### src/rtl/serial_adc_pkg.sv
package serial_adc_pkg;
  typedef enum logic [1:0] {
    ST_IDLE = 2'd0,
    ST_CONV = 2'd1,
    ST_SEND = 2'd2
  } port_state_e;
endpackage

### src/rtl/sadc_sync.sv
module sadc_sync #(
  parameter int          W       = 2,
  parameter int          STAGES  = 2,
  parameter logic [W-1:0] RST_VAL = '0
) (
  input  logic         clk_i,
  input  logic         rst_ni,
  input  logic [W-1:0] async_i,
  output logic [W-1:0] level_o,
  output logic [W-1:0] rise_o,
  output logic [W-1:0] fall_o
);
  for (genvar b = 0; b < W; b++) begin : g_bit
    logic [STAGES-1:0] chain;
    logic              prev;
    always_ff @(posedge clk_i or negedge rst_ni) begin
      if (!rst_ni) begin
        chain <= {STAGES{RST_VAL[b]}};
        prev  <= RST_VAL[b];
      end else begin
        chain <= {chain[STAGES-2:0], async_i[b]};
        prev  <= chain[STAGES-1];
      end
    end
    assign level_o[b] = chain[STAGES-1];
    assign rise_o[b]  = chain[STAGES-1] & ~prev;
    assign fall_o[b]  = ~chain[STAGES-1] & prev;
  end
endmodule

### src/rtl/sadc_conv_timer.sv
module sadc_conv_timer #(
  parameter int CONV_CYCLES = 938
) (
  input  logic clk_i,
  input  logic rst_ni,
  input  logic start_i,
  input  logic run_i,
  output logic done_o
);
  localparam int CW = $clog2(CONV_CYCLES + 1);
  localparam logic [CW-1:0] RELOAD = CW'(CONV_CYCLES - 1);

  logic [CW-1:0] cnt_q;

  always_ff @(posedge clk_i or negedge rst_ni) begin
    if (!rst_ni)                     cnt_q <= '0;
    else if (start_i)                cnt_q <= RELOAD;
    else if (run_i && cnt_q != '0)   cnt_q <= cnt_q - 1'b1;
  end

  assign done_o = run_i && (cnt_q == '0);

  // a fresh start never completes on the following cycle
  assert_no_early_done_R3: assert property (@(posedge clk_i) disable iff (!rst_ni)
    start_i |=> !done_o);
endmodule

### src/rtl/sadc_shifter.sv
module sadc_shifter #(
  parameter int DW = 12
) (
  input  logic          clk_i,
  input  logic          rst_ni,
  input  logic          load_i,
  input  logic [DW-1:0] data_i,
  input  logic          shift_i,
  output logic          bit_o
);
  logic [DW:0] sr_q;

  always_ff @(posedge clk_i or negedge rst_ni) begin
    if (!rst_ni)      sr_q <= '0;
    else if (load_i)  sr_q <= {1'b1, data_i};
    else if (shift_i) sr_q <= {sr_q[DW-1:0], 1'b0};
  end

  assign bit_o = sr_q[DW];

  assert_frame_lead_R3: assert property (@(posedge clk_i) disable iff (!rst_ni)
    load_i |=> bit_o);
  assert_hold_no_shift_R10: assert property (@(posedge clk_i) disable iff (!rst_ni)
    (!load_i && !shift_i) |=> $stable(bit_o));
endmodule

### src/rtl/serial_adc_port.sv
module serial_adc_port
  import serial_adc_pkg::*;
#(
  parameter int DATA_W      = 12,
  parameter int CONV_CYCLES = 938,
  parameter int SYNC_STAGES = 2
) (
  input  logic              clk_i,
  input  logic              rst_ni,
  input  logic              cs_ni,
  input  logic              sclk_i,
  input  logic [DATA_W-1:0] sample_i,
  output logic              dout_o,
  output logic              dout_oe_o,
  output logic              clk_err_o
);
  localparam int IDX_CS = 1;
  localparam int IDX_SK = 0;

  logic [1:0] lvl, rise, fall;
  port_state_e state_q, state_d;
  logic start, load, shift, done, sr_bit, err_q;

  sadc_sync #(.W(2), .STAGES(SYNC_STAGES), .RST_VAL(2'b10)) u_sync (
    .clk_i  (clk_i),
    .rst_ni (rst_ni),
    .async_i({cs_ni, sclk_i}),
    .level_o(lvl),
    .rise_o (rise),
    .fall_o (fall)
  );

  assign start = (state_q == ST_IDLE) && fall[IDX_CS];
  assign load  = (state_q == ST_CONV) && done && !lvl[IDX_CS];
  assign shift = (state_q == ST_SEND) && fall[IDX_SK] && !lvl[IDX_CS];

  sadc_conv_timer #(.CONV_CYCLES(CONV_CYCLES)) u_timer (
    .clk_i  (clk_i),
    .rst_ni (rst_ni),
    .start_i(start),
    .run_i  (state_q == ST_CONV),
    .done_o (done)
  );

  sadc_shifter #(.DW(DATA_W)) u_shift (
    .clk_i  (clk_i),
    .rst_ni (rst_ni),
    .load_i (load),
    .data_i (sample_i),
    .shift_i(shift),
    .bit_o  (sr_bit)
  );

  always_comb begin
    state_d = state_q;
    if (lvl[IDX_CS]) state_d = ST_IDLE;
    else begin
      unique case (state_q)
        ST_IDLE: if (fall[IDX_CS]) state_d = ST_CONV;
        ST_CONV: if (done)         state_d = ST_SEND;
        default: state_d = state_q;
      endcase
    end
  end

  always_ff @(posedge clk_i or negedge rst_ni) begin
    if (!rst_ni) begin
      state_q <= ST_IDLE;
      err_q   <= 1'b0;
    end else begin
      state_q <= state_d;
      if (state_q == ST_CONV && (rise[IDX_SK] || fall[IDX_SK])) err_q <= 1'b1;
    end
  end

  assign dout_oe_o = (state_q != ST_IDLE);
  assign dout_o    = (state_q == ST_SEND) ? sr_bit : 1'b0;
  assign clk_err_o = err_q;

  assert_release_on_cs_R7: assert property (@(posedge clk_i) disable iff (!rst_ni)
    rise[IDX_CS] |=> !dout_oe_o);
  assert_start_drives_low_R2: assert property (@(posedge clk_i) disable iff (!rst_ni)
    start |=> (dout_oe_o && !dout_o));
  assert_low_while_busy_R3: assert property (@(posedge clk_i) disable iff (!rst_ni)
    (state_q == ST_CONV && !done) |=> !dout_o);
  assert_err_sticky_R9: assert property (@(posedge clk_i) disable iff (!rst_ni)
    clk_err_o |=> clk_err_o);
endmodule

### config.mk
export PLATFORM = sky130hd
export DESIGN_NAME = serial_adc_port
export DESIGN_NICKNAME = d
export VERILOG_FILES = /design/src/rtl/serial_adc_pkg.sv /design/src/rtl/sadc_sync.sv /design/src/rtl/sadc_conv_timer.sv /design/src/rtl/sadc_shifter.sv /design/src/rtl/serial_adc_port.sv
export SDC_FILE = /design/constraint.sdc
export NUM_CORES = 1
export LEC_CHECK = 0
export CORE_UTILIZATION = 48
export CTS_BUF_LIST = sky130_fd_sc_hd__clkbuf_4 sky130_fd_sc_hd__clkbuf_8
export CTS_CLUSTER_DIAMETER = 120
export CTS_CLUSTER_SIZE = 28
export DETAILED_ROUTE_END_ITERATION = 6
export HOLD_SLACK_MARGIN = 0.12
export PLACE_DENSITY_LB_ADDON = 0.3
export SETUP_SLACK_MARGIN = 0.1
export SYNTH_ARGS = -nofsm -noshare
export SYNTH_HDL_FRONTEND = slang
export SYNTH_HIERARCHICAL = 1
export SYNTH_SLANG_ARGS = --single-unit
### constraint.sdc
create_clock -name clk_i -period 1.95 [get_ports clk_i]
set_input_delay 0.39 -clock clk_i [delete_from_list [all_inputs] [get_ports clk_i]]
set_output_delay 0.39 -clock clk_i [all_outputs]
set_load 0.02 [all_outputs]
======== Word-level counts from Yosys, hierarchy flattened ========
Cells that the tools add are included.
operators by class
  add/subtract/negate cells ............... 1
  $mul .................................... 0
  divide/modulo/power cells ............... 0
  magnitude comparators ................... 0
  equal/unequal tests ..................... 4
  shift-type cells ........................ 0
  multiplexer cells ....................... 9
  bitwise gates (word level) .............. 6
  reduce and logical (&&, ||, !) cells .... 18
operators by type and width
  operator                                             number
  two-way mux 13 bit                                   2
  two-way mux 10 bit                                   2
  logical NOT 10 bit                                   1
  nonzero test 10 bit                                  1
  subtractor 10 x 1 -> 10 bit (second input constant)  1
  logical AND 1 bit                                    8
  two-way mux 2 bit                                    3
  nonzero test 2 bit                                   3
  case mux 2 bit (2 select lines)                      1
  AND 1 bit                                            3
  != test 3 x 2 -> 1 bit (second input constant)       1
  != test 3 bit (second input constant)                1
  NOT 1 bit                                            3
  AND reduction 3 bit                                  1
  nonzero test 3 bit                                   1
  == test 2 x 1 -> 1 bit (second input constant)       1
  == test 2 bit (second input constant)                1
  logical NOT 2 bit                                    1
  logical NOT 1 bit                                    1
  logical OR 1 bit                                     1
  two-way mux 1 bit                                    1
word-level totals
  flip-flop bits (word level) ............. 32
  bits in latches ......................... 0
  bits in writable memories ............... 0
  memory bits (read-only) ................. 0
  memories kept ........................... 0

======== Longest topological paths before layout ========
Gate-level depths: netlist of the first run.
  word-level depth ........................ 6
  gate-level depth with buffers ........... 8
  gate-level depth less buffers ........... 7

======== Modules after synthesis ========
The synthesis of the first run kept the hierarchy.
modules (own cells, without submodules)
  module           instances  cells an instance  area each (µm²)  sequential area each (µm²)
  sadc_shifter     1          55                 603.1            325.3
  sadc_conv_timer  1          58                 558.0            250.2
  sadc_sync        1          12                 203.9            153.9
  serial_adc_port  1          17                 180.2            75.1

======== Least setup slack after synthesis of the first run ========
OpenSTA, ideal clock, no wires.
  kind .................................... reg-to-reg
  from .................................... register u_timer.cnt_q[6]
  to ...................................... register u_shift.sr_q[2]
  data arrival time ....................... 1.828 ns
  path slack .............................. -0.002 ns
  cell stages (with the launch flop) ...... 6
  buffers on the path ..................... 1
  period minus slack after synthesis ...... 1.952 ns
  cell sequence ........................... dfrtp_1 > or4_1 > nor4_1 > and3b_1 > buf_2 > o21ai_1
on the way
  longest elaborated chain between the ends .. 5
  elaborated cells on any way between the ends .. 6
  classes of those cells .................. mux: 1; reduce/logical: 5
ends and longest elaborated chain
  element                                                   line                   RTL
  start, declared                                           sadc_conv_timer.sv:13  logic [CW-1:0] cnt_q;
  start signal, assigned                                    sadc_conv_timer.sv:18  else if (run_i && cnt_q != '0) cnt_q <= cnt_q - 1'b1;
  logical NOT 10 bit (*)                                    sadc_conv_timer.sv:21  assign done_o = run_i && (cnt_q == '0);
  logical AND 1 bit (*)                                     sadc_conv_timer.sv:21
  net done                                                  serial_adc_port.sv:22  logic start, load, shift, done, sr_bit, err_q;
  logical AND 1 bit (*) (2 in a row)                        serial_adc_port.sv:34  assign load = (state_q == ST_CONV) && done && !lvl[IDX_CS];
  net load                                                  serial_adc_port.sv:22
  two-way mux 13 bit or nonzero test 2 bit (tied branches)  --
  end signal, assigned                                      sadc_shifter.sv:15     else if (load_i) sr_q <= {1'b1, data_i};
  end signal, assigned                                      sadc_shifter.sv:16     else if (shift_i) sr_q <= {sr_q[DW-1:0], 1'b0};
  end, declared                                             sadc_shifter.sv:11     logic [DW:0] sr_q;
The timed path passes the listed nets; every way through them passes the cells marked *.
A chain may end at the register's enable or synchronous reset.

======== Final worst setup path of the first run ========
  from .................................... register u_timer.cnt_q[0]
  to ...................................... register u_shift.sr_q[1]
Same word-level chain as after synthesis.

==> flow_summary_export.csv, run 1 <==
group,metric,value,unit
global_route,grt_pass1_wl,4890,µm
clocking,clockBufferDepth,2,
floorplanning,die_area,3420,µm²
critical_path,cp_max_fo,11,
global_route,grt-busiest-layer,"met2",
timing,worst_pin_slew,381,ps
critical_path,r2r_start,"u_timer/cnt_q[0]",
global_route,grt_max_degree,33,
timing,final.setup.tns,0,ps
finish,stdcell_count,223,
critical_path,reg2reg_slack,80,ps
worst_hold_path,worstHoldEndpoint,"u_sync/g_bit[1].chain[1]",
clocking,cts_tree,"done",
power_and_ir_drop,pwr-share-clk,0.330,
global_route,use_met3,0.0527,
synthesis,ys_warn_count,6,
floorplanning,fp.dieW,58.4,µm
power_and_ir_drop,power.share.switching,0.252,
critical_path,worstPathCellList,"inv_2 -> ha_1 -> nand4bb_1 -> nor4_4 -> and3b_2 -> clkbuf_16 -> nand2_1 -> o21ai_0",
clocking,hold_buffers,0,
route,routedWlPerCell,13.1,µm
critical_path,r2r_cells,8,
worst_hold_path,min_path_type,"reg -> reg",
power_and_ir_drop,finalPower,1.51,mW
critical_path,r2r-end,"u_shift/sr_q[1]",
timing,timing.slew.headroom,0.746,
critical_path,start_kind,"register",
route,dr.pass1.iters,4,
floorplanning,ios,19,
worst_hold_path,hp-start,"u_sync/g_bit[1].chain[0]",
power_and_ir_drop,power.density,746,nW/µm²
clocking,clock_sinks,32,
placed_design,globalplace.congestion,0.837,
timing,fin_crit_sh,0.960,
clocking,cts_root_buf,"clkbuf_4",
power_and_ir_drop,switching_power,0.380,mW
finish,areaGrowthSynthToFinish,32.2,%
finish,drive_gt1_frac,0.274,
placed_design,hpwl,2010,µm
power_and_ir_drop,p_seq_frac,0.506,
critical_path,max_stage_delay,400,ps
timing,rsz0062_at_grt,"yes",
critical_path,critical_path_arrival,2120,ps
synthesis,syn-num-nets,157,
power_and_ir_drop,ir_worst_vdd,0.410,mV
placed_design,place_inst,212,
clocking,cts.htree.levels,2,
timing,final-setup-viol-count,0,
global_route,use_met2,0.314,
power_and_ir_drop,p_leak,0.776,nW
power_and_ir_drop,p_int,1.13,mW
floorplanning,start_util,0.505,
global_route,use_met1,0.246,
floorplanning,core,3030,µm²
timing,fmaxAchievable,534,MHz
synthesis,synth_area,1530,µm²
global_route,grt_pass1_vias,1126,
route,final_antenna_net_count,0,
critical_path,end_kind,"register",
timing,drv_slew,0,
timing,fin_ws,77.7,ps
route,vias,1155,
route,drc,0,
placed_design,dp_slack,89.1,ps
clocking,path_clk_slew,90,ps
floorplanning,die_height,58.4,µm
route,drtIter0Drc,41,
power_and_ir_drop,combPwrFrac,0.164,
flow_run,cap_violations,0,
clocking,insertion_delay,340,ps
clocking,cts_buffers,5,
synthesis,avgSynthCellArea,10.9,µm²
timing,min_period,1870,ps
finish,antenna_cells,0,
timing,hold_viol,0,
critical_path,required,2200,ps
run_status,status,"completed",
global_route,grt_usage,0.198,
critical_path,critPathSlowestCell,"dfrtp_1",
placed_design,portBuffers,18,
finish,final_nets,195,
synthesis,netlist_instances,140,
route,viasPerCell,5.18,
floorplanning,row_count,20,
global_route,antenna_found_initial,0,
global_route,grt_overflow,0,
timing,fin_worst_skew,14.1,ps
critical_path,criticalPathCategory,"reg -> reg",
worst_hold_path,hold_path_depth,0,
route,wl,2930,µm
[through the flow]
stage,utilization,hold slack (ps),cell area [µm²]
2_1_floorplan,-,94.4,1550
3_3_place_gp,0.619,336,1880
3_5_place_dp,0.619,349,1880
4_1_cts,0.649,366,1970
5_1_grt,0.667,373,2020
6_report,0.667,365,2020
[power groups by stage]
| stage | logic (mW) | registers [mW] | clock network, mW |
|---|---|---|---|
| 6_report | 0.248 | 0.763 | 0.497 |
| 5_1_grt | 0.278 | 0.768 | 0.539 |
| 3_5_place_dp | 0.238 | 0.768 | 0 |
| 2_1_floorplan | 0.127 | 0.761 | 0 |
| 3_3_place_gp | 0.225 | 0.769 | 0 |
| 4_1_cts | 0.241 | 0.757 | 0.512 |
[cells in the final DEF (no fill, tap or decap), drive strengths merged]
master         count
clkinv             1
xnor2              4
clkdlybuf4s15      1
o31ai              2
a31o               1
mux2i             12
nand3              1
or2                2
inv                5
or4                3
nor2b              5
or2b               1
or4b               1
nor2               8
nand2             16
and2b              3
clkbuf             8
a2111oi            1
ha                 1
a21oi              4
o211ai             1
nand2b             1
nor3               2
a211oi             2
bufinv             1
buf               18
and3b              2
a21o               1
dfrtp             29
o21ai             13
and3               1
nor4               3
nor4b              1
a211o              2
dfstp              3
nand4bb            1
o32ai              1
clkdlybuf4s50     16
nor4bb             1
[critical path, delay by kind of cell, from the launching register on]
family | cells | cell delay (ps)
fa+ha+maj | 1 | 160
compound gates | 1 | 70
buf+inv | 2 | 250
simple gates | 4 | 910
flops | 1 | 400
[how the worst max path moves through the flow]
| stage | to | startpoint | cells past startpoint |
|---|---|---|---|
| final | u_shift/sr_q[1] | u_timer/cnt_q[0] | 8 |
| after global routing | u_shift/sr_q[10] | u_timer/cnt_q[0] | 8 |
| after CTS | dout_oe_o | state_q[1] | 3 |
| after detailed placement | u_timer/cnt_q[9] | u_timer/cnt_q[6] | 3 |
| after global placement | u_timer/cnt_q[9] | u_timer/cnt_q[6] | 3 |
| after floorplan | u_timer/cnt_q[9] | state_q[1] | 4 |
[metal layers]
layer  wire, µm  share of wire
met5          0              0
met1       1330           0.45
met4         39          0.013
met3        153          0.052
met2       1410           0.48
[flip-flops by register name, indices dropped and copies added (netlist names)]
name and cells:
clk_err_o 1, state_q 2, u_shift/sr_q 13, u_sync/g_bit.chain 4
u_sync/g_bit.prev 2, u_timer/cnt_q 10
[area by class of cell]
class	instances	area (µm²)
Timing Repair Buffer	37	348
Multi-Input combinational cell	97	714
Sequential cell	32	805
Fill cell	244	1010
Inverter	5	18.8
Clock inverter	2	35.0
Clock buffer	6	45.0
Tap cell	44	55.1
[timing repair]
| item | CTS | global route |
|---|---|---|
| gates resized for setup | 4 | 8 |
| cloned | 0 | 1 |
| buffers inserted | 1 | 1 |
| endpoints found under the setup margin | 5 | 17 |
Note: power is estimated with default switching activity, not from simulation.
==> run 2, diff against run 1 <==
--- a/config.mk
+++ b/config.mk
@@ -7,7 +7,6 @@
 export LEC_CHECK = 0
 export CORE_UTILIZATION = 48
 export CTS_BUF_LIST = sky130_fd_sc_hd__clkbuf_4 sky130_fd_sc_hd__clkbuf_8
-export CTS_CLUSTER_DIAMETER = 120
 export CTS_CLUSTER_SIZE = 28
 export DETAILED_ROUTE_END_ITERATION = 6
 export HOLD_SLACK_MARGIN = 0.12
==> constraint.sdc (replaced) <==
create_clock -name clk_i -period 2.11 [get_ports clk_i]
set_input_delay 0.422 -clock clk_i [delete_from_list [all_inputs] [get_ports clk_i]]
set_output_delay 0.422 -clock clk_i [all_outputs]
set_load 0.02 [all_outputs]
==> run 2 against run 1 <==
Clock skew decreased by 1.5 ps. Cell count decreased by 1.8%. First-iteration DRC count decreased by 24%. Critical endpoint is now u_timer/cnt_q[9]. Clock-buffer cell count unchanged. Sequential share of layout area increased by 1.8 points. Combinational power decreased by 19%. Critical path type unchanged.
==> flow_summary_export.csv, run 2 (synthesis gave the netlist of run 1 again) <==
group,metric,value,unit
run_status,status,"completed",
route,dr.pass1.iters,4,
global_route,grt_pass1_vias,1026,
critical_path,criticalPathCategory,"reg -> reg",
timing,min_period,1980,ps
finish,stdcell_count,219,
finish,layout_commonest_cell,"dfrtp_1",
finish,final_area,1930,µm²
clocking,cts_root_buf,"clkbuf_4",
clocking,cts.htree.levels,2,
critical_path,crit_top_cell,"or4_4",
timing,fin_crit_sh,0.938,
timing,final.setup.tns,0,ps
timing,fin_worst_skew,12.6,ps
floorplanning,die_area,3420,µm²
timing,worst_pin_slew,432,ps
route,routedWlPerCell,12.5,µm
floorplanning,core,3030,µm²
clocking,clock_sinks,32,
finish,drive_gt1_frac,0.223,
timing,hold_viol,0,
power_and_ir_drop,switching_power,0.340,mW
critical_path,start_kind,"register",
route,drc,0,
critical_path,crit_buf_inv,1,
route,final_antenna_net_count,0,
timing,drv_slew,0,
power_and_ir_drop,combPwrFrac,0.160,
critical_path,critical_path_arrival,2200,ps
timing,rsz0062_at_grt,"yes",
finish,antenna_cells,0,
finish,top_register,"u_shift/sr_q",
power_and_ir_drop,power.share.switching,0.269,
power_and_ir_drop,p_seq_frac,0.552,
finish,final_cell_mix,"dfrtp_1 (29), clkdlybuf4s50_1 (16), nand2_1 (16), buf_4 (14), mux2i_1 (12)",
floorplanning,ios,19,
timing,fmaxAchievable,505,MHz
critical_path,worstPathCellList,"or4_4 -> buf_4 -> or4_4 -> a211o_1",
placed_design,portBuffers,18,
critical_path,cp_max_fo,3,
route,vias,1130,
power_and_ir_drop,ir_worst_vdd,0.409,mV
route,drtIter0Drc,31,
power_and_ir_drop,p_leak,0.745,nW
placed_design,place_inst,211,
power_and_ir_drop,pwr-share-clk,0.288,
floorplanning,start_util,0.505,
route,viasPerCell,5.16,
placed_design,hpwl,1980,µm
finish,reg.largest.list,"u_shift/sr_q (13), u_timer/cnt_q (10), u_sync/g_bit.chain (4)",
timing,final-setup-viol-count,0,
global_route,grt_usage,0.182,
critical_path,crit_family,"simple AND/OR/NAND/NOR gates",
clocking,cts_buffers,5,
floorplanning,die_height,58.4,µm
placed_design,dpl-instance-area,1850,µm²
critical_path,required,2330,ps
worst_hold_path,min_path_type,"reg -> reg",
critical_path,r2r_cells,4,
global_route,grt_pass1_wl,4500,µm
clocking,clockBufferDepth,2,
critical_path,end_kind,"register",
worst_hold_path,hold_path_depth,0,
global_route,grt_max_degree,33,
global_route,grt_overflow,0,
finish,final_nets,191,
clocking,hold_buffers,0,
power_and_ir_drop,p_int,0.924,mW
finish,largest_reg_flops,13,
floorplanning,row_count,20,
finish,areaGrowthSynthToFinish,26.4,%
floorplanning,fp.dieW,58.4,µm
clocking,path_clk_slew,100,ps
global_route,antenna_found_initial,0,
power_and_ir_drop,power.density,654,nW/µm²
clocking,insertion_delay,340,ps
critical_path,critPathSlowestCell,"or4_4",
critical_path,crit_cells,4,
placed_design,globalplace.congestion,0.872,
route,wl,2740,µm
flow_run,cap_violations,0,
timing,timing.slew.headroom,0.712,
critical_path,max_stage_delay,570,ps
clocking,cts_tree,"done",
==> run 2: timing repair <==
| action | CTS | global route |
|---|---|---|
| pin swaps | 0 | 2 |
| setup endpoints to repair | 4 | 14 |
| gates resized for setup | 3 | 4 |
| setup buffers | 0 | 0 |
==> run 2: area by class of cell <==
cell class / count / area (µm²)
Sequential cell: 32 / 805
Clock inverter: 2 / 10.0
Tap cell: 44 / 55.1
Inverter: 5 / 18.8
Clock buffer: 6 / 51.3
Multi-Input combinational cell: 97 / 689
Fill cell: 245 / 1100
Timing Repair Buffer: 33 / 303
==> run 2: power by group through the flow <==
| stage | combinational, mW | clock (mW) | sequential [mW] |
|---|---|---|---|
| after detailed placement | 0.204 | 0 | 0.709 |
| after global placement | 0.199 | 0 | 0.706 |
| final | 0.202 | 0.364 | 0.698 |
| after global routing | 0.222 | 0.406 | 0.704 |
| after CTS | 0.204 | 0.379 | 0.698 |
| after floorplan | 0.114 | 0 | 0.702 |
==> run 2: final timing paths <==
kind	start	endpoint	slack, ps
max	u_timer/cnt_q[5]	u_timer/cnt_q[9]	130
min	u_sync/g_bit[0].chain[0]	u_sync/g_bit[0].chain[1]	370
max reg2reg	u_timer/cnt_q[5]	u_timer/cnt_q[9]	130
min reg2reg	u_sync/g_bit[0].chain[0]	u_sync/g_bit[0].chain[1]	370
max in group asynchronous	rst_ni	u_sync/g_bit[1].prev	1320
min in group asynchronous	rst_ni	u_shift/sr_q[9]	460
==> run 2: stage by stage <==
| stage | power [mW] | worst slack, ps | utilization | hold WS (ps) |
|---|---|---|---|---|
| floorplan | 0.816 | 158 | - | 126 |
| global placement | 0.905 | 166 | 0.612 | 337 |
| detailed placement | 0.914 | 98.8 | 0.612 | 341 |
| CTS | 1.28 | 108 | 0.632 | 367 |
| global route | 1.33 | 81.6 | 0.638 | 373 |
| finish | 1.26 | 130 | 0.638 | 365 |
==> run 2: layer usage <==
layer	GRT usage	vias to the layer above	routed length, µm	share of wire
li1	-	564	-	-
met2	0.279	16	1270	0.46
met3	0.0593	7	107	0.039
met1	0.227	543	1300	0.48
met5	0	-	0	0
met4	0.102	0	64	0.023
==> run 3, diff against run 2 <==
--- a/config.mk
+++ b/config.mk
@@ -5,12 +5,12 @@
 export SDC_FILE = /design/constraint.sdc
 export NUM_CORES = 1
 export LEC_CHECK = 0
+export CORE_ASPECT_RATIO = 0.75
 export CORE_UTILIZATION = 48
 export CTS_BUF_LIST = sky130_fd_sc_hd__clkbuf_4 sky130_fd_sc_hd__clkbuf_8
-export CTS_CLUSTER_SIZE = 28
 export DETAILED_ROUTE_END_ITERATION = 6
 export HOLD_SLACK_MARGIN = 0.12
-export PLACE_DENSITY_LB_ADDON = 0.3
+export PLACE_DENSITY = 0.68
 export SETUP_SLACK_MARGIN = 0.1
 export SYNTH_ARGS = -nofsm -noshare
 export SYNTH_HDL_FRONTEND = slang
==> run 3 against run 2 <==
Critical endpoint is now u_shift/sr_q[0]. Via count down 2.0%. Critical path depth up 4. Global-route usage up 1.3 points. Cell count down 3.2%. Fmax up 2.7%. Die area about the same. Clock skew down 4.6 ps. Worst hold slack worse by 8.9 ps. Register-to-register slack better by 50 ps. Non-clock buffer count down 1. Clock-buffer cell count up 1. Clock power up 36%.
==> flow_summary_export.csv, run 3 (synthesis gave the netlist of run 1 again) <==
group,metric,value,unit
timing,fin_crit_sh,0.914,
critical_path,cp_max_fo,23,
timing,drv_slew,0,
floorplanning,die_height,50.9,µm
global_route,grt_pass1_vias,1078,
global_route,antenna_found_initial,0,
power_and_ir_drop,power.density,717,nW/µm²
floorplanning,start_util,0.513,
route,vias,1107,
critical_path,required,2310,ps
global_route,use_met2,0.267,
global_route,grt_pass1_wl,4730,µm
route,wl,2880,µm
route,drtIter0Drc,57,
finish,drive_gt1_frac,0.218,
finish,reg.largest.list,"u_shift/sr_q (13), u_timer/cnt_q (10), u_sync/g_bit.chain (4)",
finish,top_register,"u_shift/sr_q",
critical_path,criticalPathCategory,"reg -> reg",
timing,hold_viol,0,
power_and_ir_drop,ir_worst_vdd,0.382,mV
global_route,grt_usage,0.195,
global_route,grt_max_degree,33,
route,routedWlPerCell,13.6,µm
timing,fmaxAchievable,519,MHz
timing,min_period,1930,ps
clocking,cts.htree.levels,2,
floorplanning,ios,19,
critical_path,reg2reg_slack,180,ps
critical_path,critical_path_arrival,2120,ps
clocking,cts_tree,"done",
finish,stdcell_count,212,
finish,largest_reg_flops,13,
floorplanning,row_count,17,
floorplanning,die_area,3420,µm²
floorplanning,fp.dieW,67.2,µm
run_status,status,"completed",
global_route,grt_overflow,0,
timing,rsz0062_at_grt,"yes",
critical_path,end_kind,"register",
timing,worst_pin_slew,447,ps
global_route,use_met1,0.272,
placed_design,portBuffers,18,
clocking,cts_buffers,5,
clocking,clock_sinks,32,
global_route,grt-busiest-layer,"met1",
placed_design,place_inst,202,
finish,final_cell_mix,"dfrtp_1 (29), clkdlybuf4s50_1 (16), nand2_1 (16), buf_4 (13), mux2i_1 (12)",
clocking,clockBufferDepth,2,
route,drc,0,
finish,final_nets,190,
clocking,path_clk_slew,70,ps
flow_run,cap_violations,0,
global_route,use_met3,0.0714,
placed_design,globalplace.congestion,0.841,
timing,final.setup.tns,0,ps
route,viasPerCell,5.22,
critical_path,start_kind,"register",
timing,timing.slew.headroom,0.701,
timing,fin_worst_skew,8.04,ps
worst_hold_path,min_path_type,"reg -> reg",
placed_design,hpwl,2000,µm
finish,antenna_cells,0,
timing,final-setup-viol-count,0,
power_and_ir_drop,p_leak,0.754,nW
clocking,cts_root_buf,"clkbuf_8",
floorplanning,core,2980,µm²
placed_design,dpl-instance-area,1820,µm²
finish,areaGrowthSynthToFinish,28.1,%
clocking,insertion_delay,280,ps
finish,final_area,1960,µm²
route,dr.pass1.iters,4,
timing,fin_ws,182,ps
placed_design,dp_slack,112,ps
route,final_antenna_net_count,0,
finish,layout_commonest_cell,"dfrtp_1",
## run 3: cell types whose count changed in the layout (fill, tap and decap cells not counted), sizes merged
| cell | change |
|---|---|
| clkinvlp | +1 |
| clkinv | -2 |
| clkbuf | +1 |
| buf | -1 |
## run 3: worst paths after layout
kind | start | cells past startpoint | to
max in group asynchronous | rst_ni | 2 | u_sync/g_bit[1].chain[0]
worst min register to register | u_sync/g_bit[0].chain[0] | 0 | u_sync/g_bit[0].chain[1]
worst max register to register | u_timer/cnt_q[0] | 8 | u_shift/sr_q[0]
worst min-delay path | u_sync/g_bit[0].chain[0] | 0 | u_sync/g_bit[0].chain[1]
worst max-delay path | u_timer/cnt_q[0] | 8 | u_shift/sr_q[0]
min in group asynchronous | rst_ni | 2 | u_timer/cnt_q[6]
## run 3: cell type report
class,instances,area (µm²)
Sequential cell,32,805
Clock inverter,1,7.51
Multi-Input combinational cell,97,694
Fill cell,237,1020
Clock buffer,7,90.1
Tap cell,38,47.5
Inverter,5,18.8
Timing Repair Buffer,32,295
## run 3: worst max-delay path: stages, from the launching register on
cell       delay [ps]
dfrtp_1           380
inv_1              90
ha_1              230
nand4bb_1         310
nor4_4            260
and3b_2           270
buf_12            160
nand2_1            60
o21ai_0            70
## run 3: through the flow
step           hold WS, ps  total power, mW  utilization
4_1_cts                363             1.41        0.645
2_1_floorplan          126            0.816            -
3_5_place_dp           337            0.911        0.612
3_3_place_gp           344            0.902        0.612
5_1_grt                366             1.47        0.658
6_report               356             1.40        0.658
## run 3: repair_timing
action / in CTS / in global routing
setup buffers: 0 / 2
setup endpoints to repair: 3 / 13
gates resized for setup: 3 / 5
hold buffers: 0 / 0
## run 3: power breakdown
group | internal (mW) | leakage (nW) | total, mW | switching (mW)
sequential | 0.659 | 0.332 | 0.700 | 0.0409
combinational | 0.110 | 0.375 | 0.209 | 0.0983
clock | 0.278 | 0.0479 | 0.495 | 0.217
## run 3: layer usage
layer  routed length (µm)  vias up
met5                    0        -
met4                   14        0
met3                  150        2
met2                 1280       28
met1                 1430      520
li1                     -      557
